## src/rtl/tmr_pair_pkg.sv

```systemverilog
package tmr_pair_pkg;

   typedef enum logic [1:0] {
      MD_13     = 2'd0,
      MD_16     = 2'd1,
      MD_RELOAD = 2'd2,
      MD_SPLIT  = 2'd3
   } tmode_e;

   typedef struct packed {
      logic   gate;
      logic   pin_src;
      tmode_e mode;
   } tcfg_t;

   localparam logic [2:0] SEL_T0L  = 3'd0;
   localparam logic [2:0] SEL_T0H  = 3'd1;
   localparam logic [2:0] SEL_T1L  = 3'd2;
   localparam logic [2:0] SEL_T1H  = 3'd3;
   localparam logic [2:0] SEL_MODE = 3'd4;
   localparam logic [2:0] SEL_CTRL = 3'd5;
   localparam logic [2:0] SEL_RATE = 3'd6;

endpackage

```

## src/rtl/tmr_pair_prescale.sv

```systemverilog
module tmr_pair_prescale #(
   parameter int SLOW_DIV = 12,
   parameter int FAST_DIV = 4
) (
   input  logic clk,
   input  logic rst_n,
   input  logic en,
   input  logic fast,
   output logic tick
);
   localparam int CW = $clog2(SLOW_DIV);
   localparam logic [CW-1:0] SLIM = CW'(SLOW_DIV - 1);
   localparam logic [CW-1:0] FLIM = CW'(FAST_DIV - 1);

   initial begin : p_param_chk
      assert (FAST_DIV >= 2 && SLOW_DIV > FAST_DIV)
         else $fatal(1, "prescale divisors out of range");
   end

   logic [CW-1:0] pc;
   logic          fast_q;
   logic          changed;
   logic [CW-1:0] lim;

   always_comb begin
      changed = (fast != fast_q);
      lim     = fast ? FLIM : SLIM;
      tick    = en && !changed && (pc == lim);
   end

   always_ff @(posedge clk) begin
      if (!rst_n) begin
         pc     <= '0;
         fast_q <= 1'b0;
      end else begin
         fast_q <= fast;
         if (!en || changed || tick) pc <= '0;
         else                        pc <= pc + 1'b1;
      end
   end

   // steps are never back to back
   a_r2_tick_gap: assert property (@(posedge clk) disable iff (!rst_n)
      tick |=> !tick);

endmodule

```

## src/rtl/tmr_pair_edge.sv

```systemverilog
module tmr_pair_edge #(
   parameter int STAGES = 2
) (
   input  logic clk,
   input  logic rst_n,
   input  logic pin,
   output logic fall
);
   initial begin : p_param_chk
      assert (STAGES >= 1) else $fatal(1, "STAGES must be at least 1");
   end

   logic [STAGES:0] sh;

   always_ff @(posedge clk) begin
      if (!rst_n) sh <= '1;
      else        sh <= {sh[STAGES-1:0], pin};
   end

   assign fall = sh[STAGES] & ~sh[STAGES-1];

   // one edge gives one single-cycle event
   a_r6_one_event: assert property (@(posedge clk) disable iff (!rst_n)
      fall |=> !fall);

endmodule

```

## src/rtl/tmr_pair_unit.sv

```systemverilog
module tmr_pair_unit
   import tmr_pair_pkg::*;
#(
   parameter bit SPLIT = 1'b0
) (
   input  logic       clk,
   input  logic       rst_n,
   input  tmode_e     mode,
   input  logic       inc,
   input  logic       inc_hi,
   input  logic       wr_lo,
   input  logic       wr_hi,
   input  logic [7:0] wdata,
   output logic [7:0] lo,
   output logic [7:0] hi,
   output logic       ovf,
   output logic       ovf_hi
);
   logic [7:0]  nlo, nhi;
   logic [12:0] c13;
   logic [15:0] c16;

   always_comb begin
      nlo    = lo;
      nhi    = hi;
      ovf    = 1'b0;
      ovf_hi = 1'b0;
      c13    = {hi, lo[4:0]} + 13'd1;
      c16    = {hi, lo} + 16'd1;
      unique case (mode)
         MD_13: if (inc) begin
            nlo = {lo[7:5], c13[4:0]};
            nhi = c13[12:5];
            ovf = &{hi, lo[4:0]};
         end
         MD_16: if (inc) begin
            {nhi, nlo} = c16;
            ovf = &{hi, lo};
         end
         MD_RELOAD: if (inc) begin
            ovf = &lo;
            nlo = (&lo) ? hi : lo + 8'd1;
         end
         MD_SPLIT: if (SPLIT) begin
            if (inc) begin
               nlo = lo + 8'd1;
               ovf = &lo;
            end
            if (inc_hi) begin
               nhi    = hi + 8'd1;
               ovf_hi = &hi;
            end
         end
         default: ;
      endcase
      if (wr_lo) nlo = wdata;
      if (wr_hi) nhi = wdata;
   end

   always_ff @(posedge clk) begin
      if (!rst_n) begin
         lo <= '0;
         hi <= '0;
      end else begin
         lo <= nlo;
         hi <= nhi;
      end
   end

   // a software write lands regardless of a step
   a_r9_write_wins: assert property (@(posedge clk) disable iff (!rst_n)
      wr_lo |=> (lo == $past(wdata)));

   // wrap of the low byte reloads from the high byte
   a_r5_reload: assert property (@(posedge clk) disable iff (!rst_n)
      (mode == MD_RELOAD && inc && lo == 8'hFF && !wr_lo) |=> (lo == $past(hi)));

   // without the split variant, mode 3 freezes the count
   a_r11_hold: assert property (@(posedge clk) disable iff (!rst_n)
      (!SPLIT && mode == MD_SPLIT && !wr_lo && !wr_hi) |=> $stable({hi, lo}));

endmodule

```

## src/rtl/tmr_pair.sv

```systemverilog
module tmr_pair
   import tmr_pair_pkg::*;
#(
   parameter int SLOW_DIV    = 12,
   parameter int FAST_DIV    = 4,
   parameter int SYNC_STAGES = 2,
   parameter int T0_RATE_BIT = 3,
   parameter int T1_RATE_BIT = 4
) (
   input  logic       clk,
   input  logic       rst_n,
   input  logic       wr_en,
   input  logic [2:0] wr_sel,
   input  logic [7:0] wr_data,
   input  logic [2:0] rd_sel,
   output logic [7:0] rd_data,
   input  logic       t0_pin,
   input  logic       t1_pin,
   input  logic       gate0_in,
   input  logic       gate1_in,
   output logic       ovf0_flag,
   output logic       ovf1_flag,
   output logic       baud_tick
);
   localparam int NT = 2;
   localparam int NP = NT + 1;   // one prescaler per timer plus the split high byte

   initial begin : p_param_chk
      assert (T0_RATE_BIT != T1_RATE_BIT && T0_RATE_BIT < 8 && T1_RATE_BIT < 8)
         else $fatal(1, "rate bit positions invalid");
   end

   tcfg_t      cfg   [NT];
   logic       run   [NT];
   logic       fast  [NT];
   logic       pin   [NT];
   logic       gin   [NT];
   logic       fall  [NT];
   logic       act   [NT];
   logic       inc   [NT];
   logic       inc_h [NT];
   logic       wr_l  [NT];
   logic       wr_h  [NT];
   logic [7:0] lo    [NT];
   logic [7:0] hi    [NT];
   logic       ovf   [NT];
   logic       ovf_h [NT];
   logic       p_en  [NP];
   logic       p_fast[NP];
   logic       p_tick[NP];

   logic split, ctrl_wr, act0h;

   always_comb begin
      pin[0]  = t0_pin;
      pin[1]  = t1_pin;
      gin[0]  = gate0_in;
      gin[1]  = gate1_in;
      split   = (cfg[0].mode == MD_SPLIT);
      ctrl_wr = wr_en && (wr_sel == SEL_CTRL);
      act[0]  = run[0] && (!cfg[0].gate || gin[0]);
      act[1]  = (split ? (cfg[1].mode != MD_SPLIT) : run[1]) && (!cfg[1].gate || gin[1]);
      act0h   = split && run[1];
      for (int i = 0; i < NT; i++) begin
         p_en[i]   = act[i] && !cfg[i].pin_src;
         p_fast[i] = fast[i];
         inc[i]    = act[i] && (cfg[i].pin_src ? fall[i] : p_tick[i]);
         wr_l[i]   = wr_en && (wr_sel == 3'(2 * i));
         wr_h[i]   = wr_en && (wr_sel == 3'(2 * i + 1));
      end
      p_en[NT]   = act0h;
      p_fast[NT] = fast[0];
      inc_h[0]   = p_tick[NT];
      inc_h[1]   = 1'b0;
   end

   for (genvar p = 0; p < NP; p++) begin : g_pre
      tmr_pair_prescale #(.SLOW_DIV(SLOW_DIV), .FAST_DIV(FAST_DIV)) u_pre (
         .clk(clk), .rst_n(rst_n), .en(p_en[p]), .fast(p_fast[p]), .tick(p_tick[p]));
   end

   for (genvar t = 0; t < NT; t++) begin : g_tmr
      tmr_pair_edge #(.STAGES(SYNC_STAGES)) u_edge (
         .clk(clk), .rst_n(rst_n), .pin(pin[t]), .fall(fall[t]));
      tmr_pair_unit #(.SPLIT(t == 0)) u_unit (
         .clk(clk), .rst_n(rst_n), .mode(cfg[t].mode), .inc(inc[t]), .inc_hi(inc_h[t]),
         .wr_lo(wr_l[t]), .wr_hi(wr_h[t]), .wdata(wr_data),
         .lo(lo[t]), .hi(hi[t]), .ovf(ovf[t]), .ovf_hi(ovf_h[t]));
   end

   always_ff @(posedge clk) begin
      if (!rst_n) begin
         cfg[0]    <= '0;
         cfg[1]    <= '0;
         run[0]    <= 1'b0;
         run[1]    <= 1'b0;
         fast[0]   <= 1'b0;
         fast[1]   <= 1'b0;
         ovf0_flag <= 1'b0;
         ovf1_flag <= 1'b0;
         baud_tick <= 1'b0;
      end else begin
         if (wr_en && wr_sel == SEL_MODE) begin
            cfg[0] <= tcfg_t'(wr_data[3:0]);
            cfg[1] <= tcfg_t'(wr_data[7:4]);
         end
         if (wr_en && wr_sel == SEL_RATE) begin
            fast[0] <= wr_data[T0_RATE_BIT];
            fast[1] <= wr_data[T1_RATE_BIT];
         end
         if (ctrl_wr) begin
            run[0] <= wr_data[0];
            run[1] <= wr_data[1];
         end
         ovf0_flag <= (ctrl_wr ? wr_data[2] : ovf0_flag) | ovf[0];
         ovf1_flag <= (ctrl_wr ? wr_data[3] : ovf1_flag)
                      | (split ? (ovf_h[0] | ovf_h[1]) : ovf[1]);
         baud_tick <= ovf[1];
      end
   end

   always_comb begin
      rd_data = '0;
      case (rd_sel)
         SEL_T0L:  rd_data = lo[0];
         SEL_T0H:  rd_data = hi[0];
         SEL_T1L:  rd_data = lo[1];
         SEL_T1H:  rd_data = hi[1];
         SEL_MODE: rd_data = {cfg[1], cfg[0]};
         SEL_CTRL: rd_data = {4'b0, ovf1_flag, ovf0_flag, run[1], run[0]};
         SEL_RATE: begin
            rd_data[T0_RATE_BIT] = fast[0];
            rd_data[T1_RATE_BIT] = fast[1];
         end
         default:  rd_data = '0;
      endcase
   end

   // a flag only drops through a control write
   a_r8_flag0_sticky: assert property (@(posedge clk) disable iff (!rst_n)
      (ovf0_flag && !ctrl_wr) |=> ovf0_flag);
   a_r8_flag1_sticky: assert property (@(posedge clk) disable iff (!rst_n)
      (ovf1_flag && !ctrl_wr) |=> ovf1_flag);

   // the baud tick is a single-cycle pulse
   a_r13_baud_pulse: assert property (@(posedge clk) disable iff (!rst_n)
      baud_tick |=> !baud_tick);

   // in split mode timer 1 never raises flag1
   a_r12_no_t1_flag: assert property (@(posedge clk) disable iff (!rst_n)
      (split && !ovf1_flag && !ctrl_wr && !inc_h[0]) |=> !ovf1_flag);

endmodule

```

## config.mk

```make
export PLATFORM = sky130hd
export DESIGN_NAME = tmr_pair
export DESIGN_NICKNAME = d
export VERILOG_FILES = /design/src/rtl/tmr_pair_pkg.sv /design/src/rtl/tmr_pair_prescale.sv /design/src/rtl/tmr_pair_edge.sv /design/src/rtl/tmr_pair_unit.sv /design/src/rtl/tmr_pair.sv
export SDC_FILE = /design/constraint.sdc
export NUM_CORES = 1
export LEC_CHECK = 0
export BUFFER_PORTS_ARGS = -buffer_cell sky130_fd_sc_hd__buf_4
export CAP_MARGIN = 0
export CORE_ASPECT_RATIO = 0.8
export CORE_MARGIN = 3
export CORE_UTILIZATION = 52
export DETAILED_ROUTE_END_ITERATION = 12
export PLACE_DENSITY = 0.81
export SLEW_MARGIN = 20
export SYNTH_ARGS = -nofsm -noshare
export SYNTH_HDL_FRONTEND = slang
export SYNTH_SLANG_ARGS = --single-unit
```

## constraint.sdc

```tcl
create_clock -name clk -period 6.3 [get_ports clk]
set_clock_uncertainty 0.15 [all_clocks]
set_input_delay 1.26 -clock clk [delete_from_list [all_inputs] [get_ports clk]]
set_output_delay 1.26 -clock clk [all_outputs]
set_load 0.01 [all_outputs]
```

### Yosys cells after proc, flatten, opt, wreduce, memory -nomap -nowiden

Memory sizes are Yosys's and may differ from the RTL's.
Index checks and enable logic that the tools add are counted.

* RAM bits: 12
* logic and storage cells: 199
* bits of input ports: 21
* output and inout port bits: 11
* memories: 3
* bits in registers: 55

Memories
* cfg: words 2, bits a word 4, rd ports 2, clocked after Yosys merged registers in 0, write ports 2, RTL line tmr_pair.sv:33 `tcfg_t cfg [NT];`
* fast: words 2, bits a word 1, rd ports 2, clocked after Yosys merged registers in 0, write ports 2, RTL line tmr_pair.sv:35 `logic fast [NT];`
* run: words 2, bits a word 1, rd ports 2, clocked after Yosys merged registers in 0, write ports 2, RTL line tmr_pair.sv:34 `logic run [NT];`

* reduce and logical (&&, ||, !) cells: 62
* eq/ne operators: 37
* add/sub/neg operators: 10
* bitwise operators: 13
* mux-type cells: 58

Operator list (count)
* $mux W8: 16
* $pmux W8 S3: 2
* $ne A3 B1 Y1 const B: 12
* $add A16 B1 Y16 const B: 2
* $pmux W8 S4: 1
* $reduce_and A16 Y1: 2
* $mux W1: 27
* $add A13 B1 Y13 const B: 2
* $reduce_and A13 Y1: 2
* $add A8 B1 Y8 const B: 3
* $reduce_and A8 Y1: 3
* $logic_and A1 B1 Y1: 20
* $reduce_and A4 Y1: 5
* $eq A3 B3 Y1 const B: 6
* $pmux W3 S6: 1
* $mux W4: 4
* $pmux W8 S2: 1
* $pmux W3 S5: 1
* $pmux W2 S7: 1
* $add A4 B1 Y4 const B: 3
* $eq A3 B2 Y1 const B: 4
* $eq A4 B4 Y1: 3
* $mux W5: 2
* $logic_not A1 Y1: 9
* 17 further kinds: 48

### Logic depth before layout (Yosys ltp)

An unclocked memory read counts as a cell.

* word-level depth: 13
* gate-level depth with buffers: 8
* depth with buffers taken out: 8

### Hierarchy

Synthesis repeated with hierarchy kept, for this count alone.

* cells, all modules: 546
* area, all modules: 4740.8 um^2

By module, submodules not included
* tmr_pair_unit at g_tmr[0].u_unit: area each 1487.7 um^2, sequential area each 320.3 um^2, cells an instance 183, times used 1
* tmr_pair_unit at g_tmr[1].u_unit: area each 1256.2 um^2, sequential area each 320.3 um^2, cells an instance 166, times used 1
* tmr_pair: area each 1192.4 um^2, sequential area each 420.4 um^2, cells an instance 120, times used 1
* tmr_pair_prescale: area each 211.5 um^2, sequential area each 100.1 um^2, cells an instance 21, times used 3
* tmr_pair_edge: area each 85.1 um^2, sequential area each 60.1 um^2, cells an instance 7, times used 2

### Least setup slack after synthesis

OpenSTA, ideal clock, no wires.

* path kind: input -> output
* from: in rd_sel[0]
* to: out rd_data[1]
* buffers on the path: 1
* required time: 4.890 ns
* path slack: 2.433 ns
* stages: 5
* data arrival time: 2.457 ns
* path through: clkbuf_1 -> mux2_2 -> and3_1 -> a31oi_1 -> o21ai_0

* word-level cells in the longest chain between the ends: 2
* elaborated cells between the ends (all ways): 7
* classes of those cells: eq/ne: 5; mux: 1; reduce/logical: 1

RTL lines
* start, declared: RTL line tmr_pair.sv:15 `input logic [2:0] rd_sel,`
* $eq A3 B3 Y1 (tied with other cells): RTL line tmr_pair.sv:124 `case (rd_sel)`
* $pmux W3 S6 (*): RTL line tmr_pair.sv:124
* end, declared: RTL line tmr_pair.sv:16 `output logic [7:0] rd_data,`

Every way passes the cells marked *; elsewhere a longest branch is shown, timed or not.

### Worst setup path in the final report

Ends and elaborated chain as after synthesis.

==> results.sh <==
export IMPL_fp_dieArea_um2=9410
export IMPL_io_pins=32
export IMPL_wl_met2_um=5980
export IMPL_grt_max_degree=51
export IMPL_cp_common_cell="buf_4"
export IMPL_start_kind="input pin"
export IMPL_post_route_min_period_ps=3820
export IMPL_synth_async_reset_ratio_pct=0
export IMPL_ir_worst_vdd_v=0.000135
export IMPL_gp_congestion=0.970
export IMPL_synth_net_count=565
export IMPL_slowest_delay_ps=360
export IMPL_nets=582
export IMPL_holdCritPathClass="flip-flop to flip-flop"
export IMPL_worstMarginPinSlew_ps=981
export IMPL_fin_tns_setup_ps=0
export IMPL_root_buffer="clkbuf_8"
export IMPL_routed_top_layer="met4"
export IMPL_clkTransAtPathRegs_ps=80
export IMPL_crit_type="input pin to output port"
export IMPL_numCtsBuffers=9
export IMPL_grt_pass1_vias=4021
export IMPL_syn_area_um2=4300
export IMPL_design_area_um2=4740
export IMPL_critPathSlowestCell="mux2_2"
export IMPL_drcViolationCount=0
export IMPL_hold_viol=0
export IMPL_wl_per_cell_um=21.0
export IMPL_antenna_found_initial=0
export IMPL_crit_chain="buf_4 -> mux2_2 -> and3_1 -> a31oi_1 -> o21ai_0 -> buf_4"
export IMPL_cp_required_ps=4890
export IMPL_cts_sinks=67
export IMPL_synth_sequential_area_ratio_pct=34.0
export IMPL_yosysWarnings=0
export IMPL_firstDrtPassIters=6
export IMPL_cp_max_fo=19
export IMPL_ctsHtreeMaxLevel=3
export IMPL_die_h_um=87.4
export IMPL_coreArea_um2=7980
export IMPL_ant_nets=0
export IMPL_power_density_nw_per_um2=193
export IMPL_hpwlAfterDp_um=10100
export IMPL_vias=4374
export IMPL_crit_family="buffers and inverters"
export IMPL_initial_core_util_pct=53.9
export IMPL_diodes=0
export IMPL_multi_input_area_um2=2650
export IMPL_drt_iter0_drc=673
export IMPL_grtUsageTotal_pct=30.2
export IMPL_gr_total_overflow=0
export IMPL_slew_violations=0
export IMPL_area_delta_synth_final_pct=10.1
export IMPL_syn_inst=531
export IMPL_finalSetupViolCount=0
export IMPL_finalCritPeriodShare_pct=60.6
export IMPL_worst_ep_arrival_time_ps=2410
export IMPL_synth_seq_cells=67
export IMPL_synth_cell_type_count=64
export IMPL_cp_end_kind="output port"
export IMPL_cts_tree="yes"
export IMPL_leakagePower_nw=1.74
export IMPL_route_met3_wl_um=1610
export IMPL_drt_met1_wl_um=5840
export IMPL_portBuffers=31
export IMPL_post_cts_setup_buffer_count=0
export IMPL_clockBufferDepth=2
export IMPL_drive_gt1_share_pct=10.5
export IMPL_totalWireLength_um=13900
export IMPL_path_buf_inv=2
export IMPL_fmax_mhz=262
export IMPL_syn_area_per_cell_um2=8.10
export IMPL_std_cell_rows=29
export IMPL_grt_pass1_wl_um=21700
export IMPL_relSlewSlack_pct=34.3
export IMPL_regArea_um2=1460
export IMPL_synth_main_ff_cell="dfxtp_1"
export IMPL_cts_resized=0
export IMPL_placed_cell_area_um2=4560
export IMPL_rsz0062_at_grt="false"
export IMPL_cts_hold_fix_buffers=0
export IMPL_fill_cells=743
export IMPL_status="complete, no violations"
export IMPL_drv_cap=0
export IMPL_vias_per_cell=6.62
export IMPL_worstSkewPairLatency_ps=360
export IMPL_synth_edff_count=12
export IMPL_dieWidth_um=108
[state kept, by name, indices dropped and copies added, names as in the netlist, 2 cells and up]
| signal | count |
|---|---|
| g_pre.u_pre.pc | 12 |
| run | 2 |
| g_tmr.u_edge.sh | 6 |
| g_pre.u_pre.fast_q | 2 |
| fast | 2 |
| g_tmr.u_unit.hi | 16 |
| cfg | 8 |
| g_tmr.u_unit.lo | 16 |
[stage by stage]
stage	std cells	power, mW	utilization (%)	worst slack [ps]	hold WS, ps
final	661	0.916	59.3	2480	268
after global routing	661	0.953	59.3	2410	280
after CTS	661	0.916	59.3	2480	271
after detailed placement	645	0.607	57.2	2480	249
after global placement	645	0.603	57.2	2490	248
after floorplan	531	0.555	-	2430	236
[synthesized netlist by cell type (all sizes together), types with 3 or more instances]
| cell type | n | area (um^2) |
|---|---|---|
| dfxtp | 55 | 1100 |
| nor2 | 49 | 184 |
| o21ai | 38 | 190 |
| nand2 | 36 | 135 |
| a21oi | 34 | 170 |
| nand3 | 29 | 145 |
| inv | 24 | 90.1 |
| clkbuf | 19 | 71.3 |
| and2 | 16 | 101 |
| nand2b | 16 | 100 |
| nor3 | 15 | 75.1 |
| mux2i | 14 | 140 |
| xor2 | 14 | 123 |
| ha | 13 | 163 |
| and3 | 12 | 75.1 |
| edfxtp | 12 | 360 |
| xnor2 | 11 | 96.3 |
| a31oi | 9 | 56.3 |
| nand4 | 9 | 56.3 |
| nor4 | 7 | 43.8 |
| o22ai | 7 | 43.8 |
| buf | 6 | 33.8 |
| a211oi | 5 | 37.5 |
| a22oi | 5 | 37.5 |
| o31ai | 5 | 37.5 |
| o32ai | 5 | 43.8 |
| a221o | 4 | 40.0 |
| nand3b | 4 | 30.0 |
| o21a | 4 | 30.0 |
| or3 | 4 | 25.0 |
| a221oi | 3 | 32.5 |
| a22o | 3 | 26.3 |
| a41oi | 3 | 26.3 |
| mux2 | 3 | 33.8 |
| nor2b | 3 | 18.8 |
| o211ai | 3 | 22.5 |
[worst paths after layout]
path | start | endpoint | slack (ps) | cells past startpoint
min reg2reg | g_tmr[1].u_edge.sh[0] | g_tmr[1].u_edge.sh[1] | 270 | 1
max | rd_sel[0] | rd_data[1] | 2480 | 6
min | g_tmr[1].u_edge.sh[0] | g_tmr[1].u_edge.sh[1] | 270 | 1
max reg2reg | cfg[0][1] | ovf1_flag | 3200 | 6
[routing by layer]
layer / vias up / track usage [%]
li1: 1999 / -
met1: 2068 / 42.4
met2: 272 / 44.9
met3: 35 / 7.86
met4: 0 / 10.8
met5: - / 0
[power breakdown]
| part | total, mW | switching, mW | internal (mW) |
|---|---|---|---|
| Combinational | 0.126 | 0.0785 | 0.0473 |
| Clock | 0.313 | 0.172 | 0.141 |
| Sequential | 0.477 | 0.0257 | 0.451 |
| Total | 0.916 | 0.276 | 0.639 |
[layout by cell type, fill, tap and decap left out, drive strengths merged, types with 7 or more instances in the layout]
master / n
dfxtp: 55
xor2: 14
mux2i: 14
nand2: 36
xnor2: 11
edfxtp: 12
inv: 25
and3: 12
nand3: 29
o21ai: 38
nand4: 9
nand2b: 16
clkbuf: 9
and2: 16
nor2: 49
buf: 31
a31oi: 9
ha: 13
o22ai: 7
nor3: 15
nor4: 7
a21oi: 34
[worst register-to-register path, cell delays in order, from the launching register on]
cell and delay (ps):
edfxtp_1 700, and2_1 320, o221ai_1 280, a21oi_1 580, nand2b_1 140, nor4_1 640, a22o_1 230
[layout make-up]
class	instances	share of cell area (%)
Inverter	24	1.90
Clock inverter	7	0.924
Sequential cell	67	30.9
Timing Repair Buffer	31	4.91
Multi-Input combinational cell	415	55.9
Clock buffer	9	2.61
Tap cell	108	2.85
[kinds of logic (layout without fill, tap and decap cells)]
group,count (synthesis),after routing,synth area share [%]
buffers and inverters,49,71,4.54
xor gates and xnor gates,25,25,5.09
muxes,19,19,5.09
AOI/OAI and AO/OA,148,148,22.6
DFF,67,67,34.0
adders and majority gates,13,13,3.78
and+or+nand+nor,210,210,24.9
No activity file was read; power rests on OpenSTA's default activity.
